===== src/rtl/colour_matrix3.sv =====
module colour_matrix3 #(
  parameter int PIX_W  = 8,
  parameter int FRAC_W = 10,
  parameter int AW     = 5
) (
  input  logic             clk,
  input  logic             rst_n,
  input  logic             cfg_we,
  input  logic [AW-1:0]    cfg_addr,
  input  logic [7:0]       cfg_wdata,
  input  logic             mx_en,
  input  logic             swap_c02,
  input  logic             in_valid,
  input  logic             in_hs,
  input  logic             in_vs,
  input  logic             in_de,
  input  logic [PIX_W-1:0] in_c0,
  input  logic [PIX_W-1:0] in_c1,
  input  logic [PIX_W-1:0] in_c2,
  output logic             out_valid,
  output logic             out_hs,
  output logic             out_vs,
  output logic             out_de,
  output logic [PIX_W-1:0] out_c0,
  output logic [PIX_W-1:0] out_c1,
  output logic [PIX_W-1:0] out_c2
);
  localparam int NB     = 24;
  localparam int MAG_W  = 12;
  localparam int MUL_W  = MAG_W + PIX_W;
  localparam int PROD_W = MUL_W + 1;
  localparam int SUM_W  = PROD_W + 2;
  localparam int OMAG_W = 9;

  logic [7:0] bank [NB];

  always_ff @(posedge clk or negedge rst_n)
    if (!rst_n) begin
      for (int i = 0; i < NB; i++) bank[i] <= '0;
    end else if (cfg_we && cfg_addr < AW'(NB)) begin
      bank[cfg_addr] <= cfg_wdata;
    end

  logic [PIX_W-1:0] pin  [3];
  logic [PIX_W-1:0] byp1 [3];
  logic [PIX_W-1:0] byp2 [3];
  logic [PIX_W-1:0] sel  [3];
  logic [3:0]       ctl1, ctl2;
  logic             en1, en2, sw1, sw2;

  assign pin[0] = in_c0;
  assign pin[1] = in_c1;
  assign pin[2] = in_c2;

  always_ff @(posedge clk or negedge rst_n)
    if (!rst_n) begin
      ctl1 <= '0;
      ctl2 <= '0;
      {en1, en2, sw1, sw2} <= '0;
      for (int k = 0; k < 3; k++) begin
        byp1[k] <= '0;
        byp2[k] <= '0;
      end
    end else begin
      ctl1 <= {in_valid, in_hs, in_vs, in_de};
      ctl2 <= ctl1;
      en1  <= mx_en;
      en2  <= en1;
      sw1  <= swap_c02;
      sw2  <= sw1;
      for (int k = 0; k < 3; k++) begin
        byp1[k] <= pin[k];
        byp2[k] <= byp1[k];
      end
    end

  for (genvar r = 0; r < 3; r++) begin : g_row
    logic [OMAG_W:0]          offw;
    logic signed [OMAG_W+1:0] offs;
    logic signed [SUM_W-1:0]  acc;
    logic signed [SUM_W-1:0]  q;
    logic [PIX_W-1:0]         conv;

    assign offw = {bank[8*r+6][1:0], bank[8*r+7]};
    assign offs = offw[OMAG_W] ? -$signed({2'b00, offw[OMAG_W-1:0]})
                               :  $signed({2'b00, offw[OMAG_W-1:0]});

    for (genvar k = 0; k < 3; k++) begin : g_tap
      logic [MAG_W:0]             w;
      logic [MUL_W-1:0]           mag;
      logic signed [PROD_W-1:0]   p;

      assign w   = {bank[8*r+2*k][4:0], bank[8*r+2*k+1]};
      assign mag = MUL_W'(w[MAG_W-1:0]) * MUL_W'(pin[k]);

      always_ff @(posedge clk or negedge rst_n)
        if (!rst_n)          p <= '0;
        else if (w[MAG_W])   p <= -$signed({1'b0, mag});
        else                 p <=  $signed({1'b0, mag});
    end

    always_ff @(posedge clk or negedge rst_n)
      if (!rst_n) acc <= '0;
      else        acc <= SUM_W'(g_tap[0].p) + SUM_W'(g_tap[1].p) + SUM_W'(g_tap[2].p)
                         + SUM_W'(1 << (FRAC_W - 1));

    assign q    = (acc >>> FRAC_W) + SUM_W'(offs);
    assign conv = q[SUM_W-1] ? '0
                : (q > SUM_W'((1 << PIX_W) - 1)) ? '1
                : q[PIX_W-1:0];
    assign sel[r] = en2 ? conv : byp2[r];
  end

  always_ff @(posedge clk or negedge rst_n)
    if (!rst_n) begin
      {out_valid, out_hs, out_vs, out_de} <= '0;
      out_c0 <= '0;
      out_c1 <= '0;
      out_c2 <= '0;
    end else begin
      {out_valid, out_hs, out_vs, out_de} <= ctl2;
      out_c0 <= sw2 ? sel[2] : sel[0];
      out_c1 <= sel[1];
      out_c2 <= sw2 ? sel[0] : sel[2];
    end
endmodule


===== config.mk =====
export PLATFORM = sky130hd
export DESIGN_NAME = colour_matrix3
export DESIGN_NICKNAME = d
export VERILOG_FILES = /design/src/rtl/colour_matrix3.sv
export SDC_FILE = /design/constraint.sdc
export NUM_CORES = 2
export LEC_CHECK = 0
export BUFFER_PORTS_ARGS = -buffer_cell sky130_fd_sc_hd__buf_2
export CAP_MARGIN = 20
export CORE_ASPECT_RATIO = 0.9
export CORE_MARGIN = 4
export CORE_UTILIZATION = 40
export DETAILED_ROUTE_END_ITERATION = 6
export SYNTH_ARGS = -nofsm -noshare
export SYNTH_HDL_FRONTEND = slang
export SYNTH_SLANG_ARGS = --single-unit

===== constraint.sdc =====
create_clock -name clk -period 6 [get_ports clk]
set_input_delay 0.3 -clock clk [delete_from_list [all_inputs] [get_ports clk]]
set_output_delay 0.3 -clock clk [all_outputs]
set_load 0.005 [all_outputs]

## Yosys cells after proc, flatten, opt, wreduce, memory -nomap -nowiden

Index checks and enable logic that the tools add are counted.
Widths: inputs -> output; s select.

| word-level totals | value |
|---|---|
| register bits after elaboration | 538 |
| bits in latches | 0 |
| RAM bits | 0 |
| bits in read-only memories | 0 |
| input port bits | 46 |
| memories kept | 0 |

| operators by class | value |
|---|---|
| add/subtract/negate cells | 24 |
| $mul | 9 |
| divide/modulo/power cells | 0 |
| $lt $le $gt $ge | 6 |
| eq/ne operators | 0 |
| shift-type cells | 0 |
| multiplexer cells | 26 |
| bitwise gates (word level) | 1 |
| reduce and logical (&&, ||, !) cells | 2 |

Operators with widths:

| kind | number |
|---|---|
| $bwmux 192 | 1 |
| $mux 21 | 9 |
| $neg 20->21 | 9 |
| $mul 12x8->20 | 9 |
| $mux 8 | 12 |
| $add 22x21->23 | 3 |
| $add 23x11->23 const B | 3 |
| $add 21x21->22 | 3 |
| $add 13x11->14 | 3 |
| $gt 14x9->1 const B | 3 |
| $demux 8 s5 | 1 |
| $mux 11 | 3 |
| $neg 9->11 | 3 |
| $ge 6x6->1 const B | 1 |
| $lt 6x1->1 const B | 1 |
| $not 5->6 | 1 |
| $lt 5x5->1 const B | 1 |
| $logic_and 1x1->1 | 2 |

## Depth between registers and ports, before layout

| depth | value |
|---|---|
| word-level depth | 8 |
| gate-level depth with buffers | 21 |
| mapped depth without buffers | 19 |

## Worst setup path after synthesis

Ideal clock, no wire load.

| path | value |
|---|---|
| path type | input to register |
| from | input in_c0[7] |
| to | register g_row[2].g_tap[0].p[20] |
| data arrival time | 5,248 ps |
| data required time | 5,881 ps |
| setup slack | 634 ps |
| cell stages on the path | 19 |
| path buffers | 1 |
| cell sequence | clkbuf_1 nand2_1 fa_1 fa_1 inv_1 fa_1 inv_1 fa_1 inv_1 ha_1 nand2_1 o311ai_1 a21oi_1 xnor2_1 or3_1 nor3_1 nand2_1 or4_1 o21a_1 |

| between the ends | value |
|---|---|
| word-level cells in the longest chain between the ends | 3 |

Ends and longest elaborated chain:

| item | RTL line | RTL |
|---|---|---|
| from (decl) | 17 | `input logic [PIX_W-1:0] in_c0,` |
| $mul 12x8->20 | 94 | `assign mag = MUL_W'(w[MAG_W-1:0]) * MUL_W'(pin[k]);` |
| $neg 20->21 | 98 | `else if (w[MAG_W]) p <= -$signed({1'b0, mag});` |
| $mux 21 | 98 |  |
| to (signal assigned) | 98 |  |
| to (signal assigned) | 99 | `else p <= $signed({1'b0, mag});` |
| to (decl) | 91 | `logic signed [PROD_W-1:0] p;` |

Every way passes these cells.
A chain may end at the register's enable or synchronous reset.

## Worst setup path after layout

| path | value |
|---|---|
| from | input in_c2[4] |
| to | register g_row[1].g_tap[2].p[20] |

| between the ends | value |
|---|---|
| word-level cells in the longest chain between the ends | 3 |

Ends and longest elaborated chain:

| item | RTL line | RTL |
|---|---|---|
| from (decl) | 19 | `input logic [PIX_W-1:0] in_c2,` |
| $mul 12x8->20 | 94 |  |
| $neg 20->21 | 98 |  |
| $mux 21 | 98 |  |
| to (signal assigned) | 98 |  |
| to (signal assigned) | 99 |  |
| to (decl) | 91 |  |

Every way passes these cells.

==> impl_metrics.env <==
export IMPL_synth_top_cell_area_share=0.2346
export IMPL_startpoint_type="input pin"
export IMPL_synth_area_um2=51450
export IMPL_finalHoldViolCount=0
export IMPL_synth_area_top_cells="fa_1, dfrtp_1, ha_1, and2_1, inv_1"
export IMPL_synth_cell_types=88
export IMPL_outcome="completed"
export IMPL_antenna_found_initial=10
export IMPL_final_setup_tns_ns=0
export IMPL_path_clk_slew_ns=0.06
export IMPL_gp_congestion=0.8677
export IMPL_die_area_um2=134400
export IMPL_cts_buffer_depth=3
export IMPL_htreeDepth=2
export IMPL_post_cts_buffers=0
export IMPL_synth_nets=6391
export IMPL_area_sequential_um2=11590
export IMPL_yosysWarnings=0
export IMPL_cp_max_fo=19
export IMPL_grtUsageTotal=0.1962
export IMPL_holdPathStages=1
export IMPL_initial_utilization=0.4039
export IMPL_grt_pass1_wl_um=210200
export IMPL_cts_root_buf="clkbuf_16"
export IMPL_critical_path_class="input pin to flip-flop"
export IMPL_die_h_um=348.2
export IMPL_fin_skew_ns=0.04473
export IMPL_num_vias=36140
export IMPL_io_pins=74
export IMPL_die_width_um=386.0
export IMPL_vias_per_cell=5.134
export IMPL_grt_pass1_vias=37420
export IMPL_powerDensity_nw_per_um2=523.9
export IMPL_dp_hpwl_um=100200
export IMPL_wl_met3_um=5557
export IMPL_worstReg2RegStart="bank[83]"
export IMPL_dr_max_layer_used="met4"
export IMPL_finalCritPeriodShare=0.9589
export IMPL_synth_area_leader_cell="fa_1"
export IMPL_ir_worst_vdd_mv=0.3836
export IMPL_area_growth_pct=9.202
export IMPL_drv_cap=0
export IMPL_worstSkewPairLatency_ns=0.65
export IMPL_worstMarginPinSlew_ns=1.124
export IMPL_ant_nets=0
export IMPL_drive_gt1_frac=0.08643
export IMPL_drc_errors=0
export IMPL_wl_met1_um=60490
export IMPL_slew_headroom=0.2508
export IMPL_finalMaxSlewViolations=0
export IMPL_drt_wl_total_um=129300
export IMPL_grt_max_degree=145
export IMPL_async_flop_share=1.000
export IMPL_yosysSeqAreaShare=0.2252
export IMPL_setup_viol=0
export IMPL_wl_met2_um=59930
export IMPL_avgSynthCellArea_um2=9.873
export IMPL_drt_iter0_drc=1945
export IMPL_max_freq_mhz=173.8
export IMPL_wl_per_cell_um=18.38
export IMPL_rows=124
export IMPL_rsz0062_at_grt="false"
export IMPL_worstPathRequired_ns=6.51
export IMPL_clkSinkCount=463
export IMPL_portBuffers=73
export IMPL_utilization=0.4411
export IMPL_endpoint_kind="flip-flop"
export IMPL_cts_buffers=54
export IMPL_min_path_type="input pin to flip-flop"
export IMPL_synth_cells=5211
export IMPL_multi_input_area_um2=36630
export IMPL_synth_edf_count=0
export IMPL_cts_tree="yes"
export IMPL_ys_dominant_reg_cell="dfrtp_1"
export IMPL_total_leakage_power_nw=27.77
export IMPL_rr_worst_depth=18
export IMPL_ys_ff_latch=463
export IMPL_r2r_end="g_row[1].g_tap[2].p[20]"
export IMPL_dr_pass1_iters=5
export IMPL_critPathLaunch="in_c2[4]"
export IMPL_hold_start="in_c2[7]"
export IMPL_core_um2=127400
export IMPL_overflow=0
export IMPL_worstHoldEndpoint="byp1[7]"
export IMPL_fin_nets=6468
export IMPL_fill_cells=12140
export IMPL_cp_arrival_ns=6.26
export IMPL_reg2reg_setup_slack_ns=0.28
export IMPL_fin_crit_ns=5.753
cells by family (layout without fill, tap and decap cells):
logic type               count (synthesis)  in the layout  share of synthesized area
XOR/XNOR                               359            359                    0.06111
multiplexers                           156            156                    0.03397
adder cells (fa/ha/maj)               1134           1134                     0.3638
flip-flops                             463            463                     0.2252
AO/OA/AOI/OAI                          682            682                    0.08947
buffers and inverters                  865            988                    0.06318
AND/OR/NAND/NOR                       1552           1552                     0.1633
other                                    0              3                          0
worst max-delay path by stage:
stage	endpoint	cells after the start	slack, ns
after detailed placement	g_row[1].g_tap[2].p[20]	19	0.05
after CTS	g_row[1].g_tap[2].p[20]	20	0.14
after floorplan	g_row[2].g_tap[0].p[20]	19	0.63
after global placement	g_row[1].g_tap[2].p[20]	19	0.14
after global routing	g_row[1].g_tap[2].p[20]	22	0.0002
final	g_row[1].g_tap[2].p[20]	20	0.25
critical path, cell delays in order:
cell           delay [ns]
dlygate4sd3_1        0.55
buf_4                0.31
nand2_1              0.12
fa_1                 0.47
fa_1                 0.54
inv_1                0.05
fa_1                 0.51
inv_1                0.06
fa_1                 0.52
inv_1                0.06
ha_1                 0.26
a2111oi_0            0.44
o21ai_1              0.14
o21ai_2              0.21
o21ai_0              0.13
xnor2_1              0.26
nand2_1              0.12
or4_1                0.58
or4_1                0.41
o21a_1               0.17
report_power, final:
group	total, W	internal, W	switching, W
Combinational	0.0205	0.00873	0.0117
Clock	0.00363	0.00215	0.00148
Sequential	0.00534	0.00430	0.00104
Total	0.0294	0.0152	0.0142
metrics by stage:
stage                     cell area, µm²  std cells  hold slack (ns)  worst slack (ns)  total power, W
after detailed placement           54070       6920           0.2502           0.05334         0.02570
after global placement             54070       6920           0.2509            0.1369         0.02553
after floorplan                    51450       5211         0.004409            0.6337         0.02040
final                              56180       7038          0.05166            0.2469         0.02943
after CTS                          56160       7035          0.01215            0.1365         0.02967
after global routing               56180       7035          0.03055         0.0002167         0.03264
layout by cell type (no fill, tap or decap), types with 15 or more instances in the layout:
master / synthesis / layout
clkbuf_16: 0 / 55
inv_1: 720 / 720
nor2_1: 138 / 137
nand2b_1: 32 / 32
or3_1: 34 / 34
o21bai_1: 20 / 20
or2_2: 18 / 18
or4_1: 20 / 20
dfrtp_1: 463 / 460
fa_1: 603 / 603
ha_1: 531 / 530
buf_2: 0 / 70
a211oi_1: 27 / 27
o41ai_1: 25 / 25
o21ai_0: 154 / 153
buf_4: 1 / 74
and3_1: 23 / 23
nand3_1: 32 / 32
xor2_1: 85 / 85
nand4_1: 15 / 15
nor3_1: 70 / 70
o31ai_1: 46 / 46
xnor2_1: 274 / 274
mux2_2: 149 / 149
a21oi_1: 144 / 144
o211ai_1: 17 / 17
nand2_1: 396 / 396
o21a_1: 41 / 41
nor2b_1: 40 / 40
and2_1: 671 / 671
a21o_1: 54 / 54
what timing repair did:
action                                  4_1_cts  5_1_grt
endpoints found under the hold margin        60        0
endpoints found under the setup margin        0       11
hold buffers                                 13        0
gates resized for setup                       0       10
per-layer routing:
layer  vias to the layer above  global-route usage
met5                         -                   0
met4                         0             0.04798
met3                       148             0.02148
met2                       661              0.3190
met1                     18180              0.2809
li1                      17150                   -
state kept, by name, indices dropped and copies added (netlist names):
register       count
out_valid          1
out_c0             8
ctl2               4
sw1                1
byp2              24
g_row.acc         39
out_c1             8
en1                1
ctl1               4
byp1              24
out_c2             8
en2                1
bank             147
out_de             1
out_hs             1
sw2                1
g_row.g_tap.p    189
out_vs             1
final cells by class:
type                    instances  area share
clock inverters                35    0.007928
repair buffers                164     0.02062
clock buffers                  67     0.02690
well taps                    1701     0.03788
inverters                     722     0.04824
multi-input cells            3883      0.6520
diodes                          3   0.0001336
flip-flops and latches        463      0.2063
synth_stat cells, types with 8 or more instances:
master / n
inv_1: 720
and2_1: 671
fa_1: 603
ha_1: 531
dfrtp_1: 463
nand2_1: 396
xnor2_1: 274
o21ai_0: 154
mux2_2: 149
a21oi_1: 144
nor2_1: 138
clkbuf_1: 125
xor2_1: 85
nor3_1: 70
a21o_1: 54
o31ai_1: 46
o21a_1: 41
nor2b_1: 40
or3_1: 34
nand2b_1: 32
nand3_1: 32
a211oi_1: 27
o41ai_1: 25
and3_1: 23
o21bai_1: 20
or4_1: 20
or2_2: 18
buf_1: 17
o211ai_1: 17
nand4_1: 15
nor4_1: 15
a21boi_0: 13
a31oi_1: 13
nand3b_1: 10
o21ai_1: 10
a32o_1: 9
a31o_2: 8
o221a_2: 8
Power figures use the tool's default switching activity.
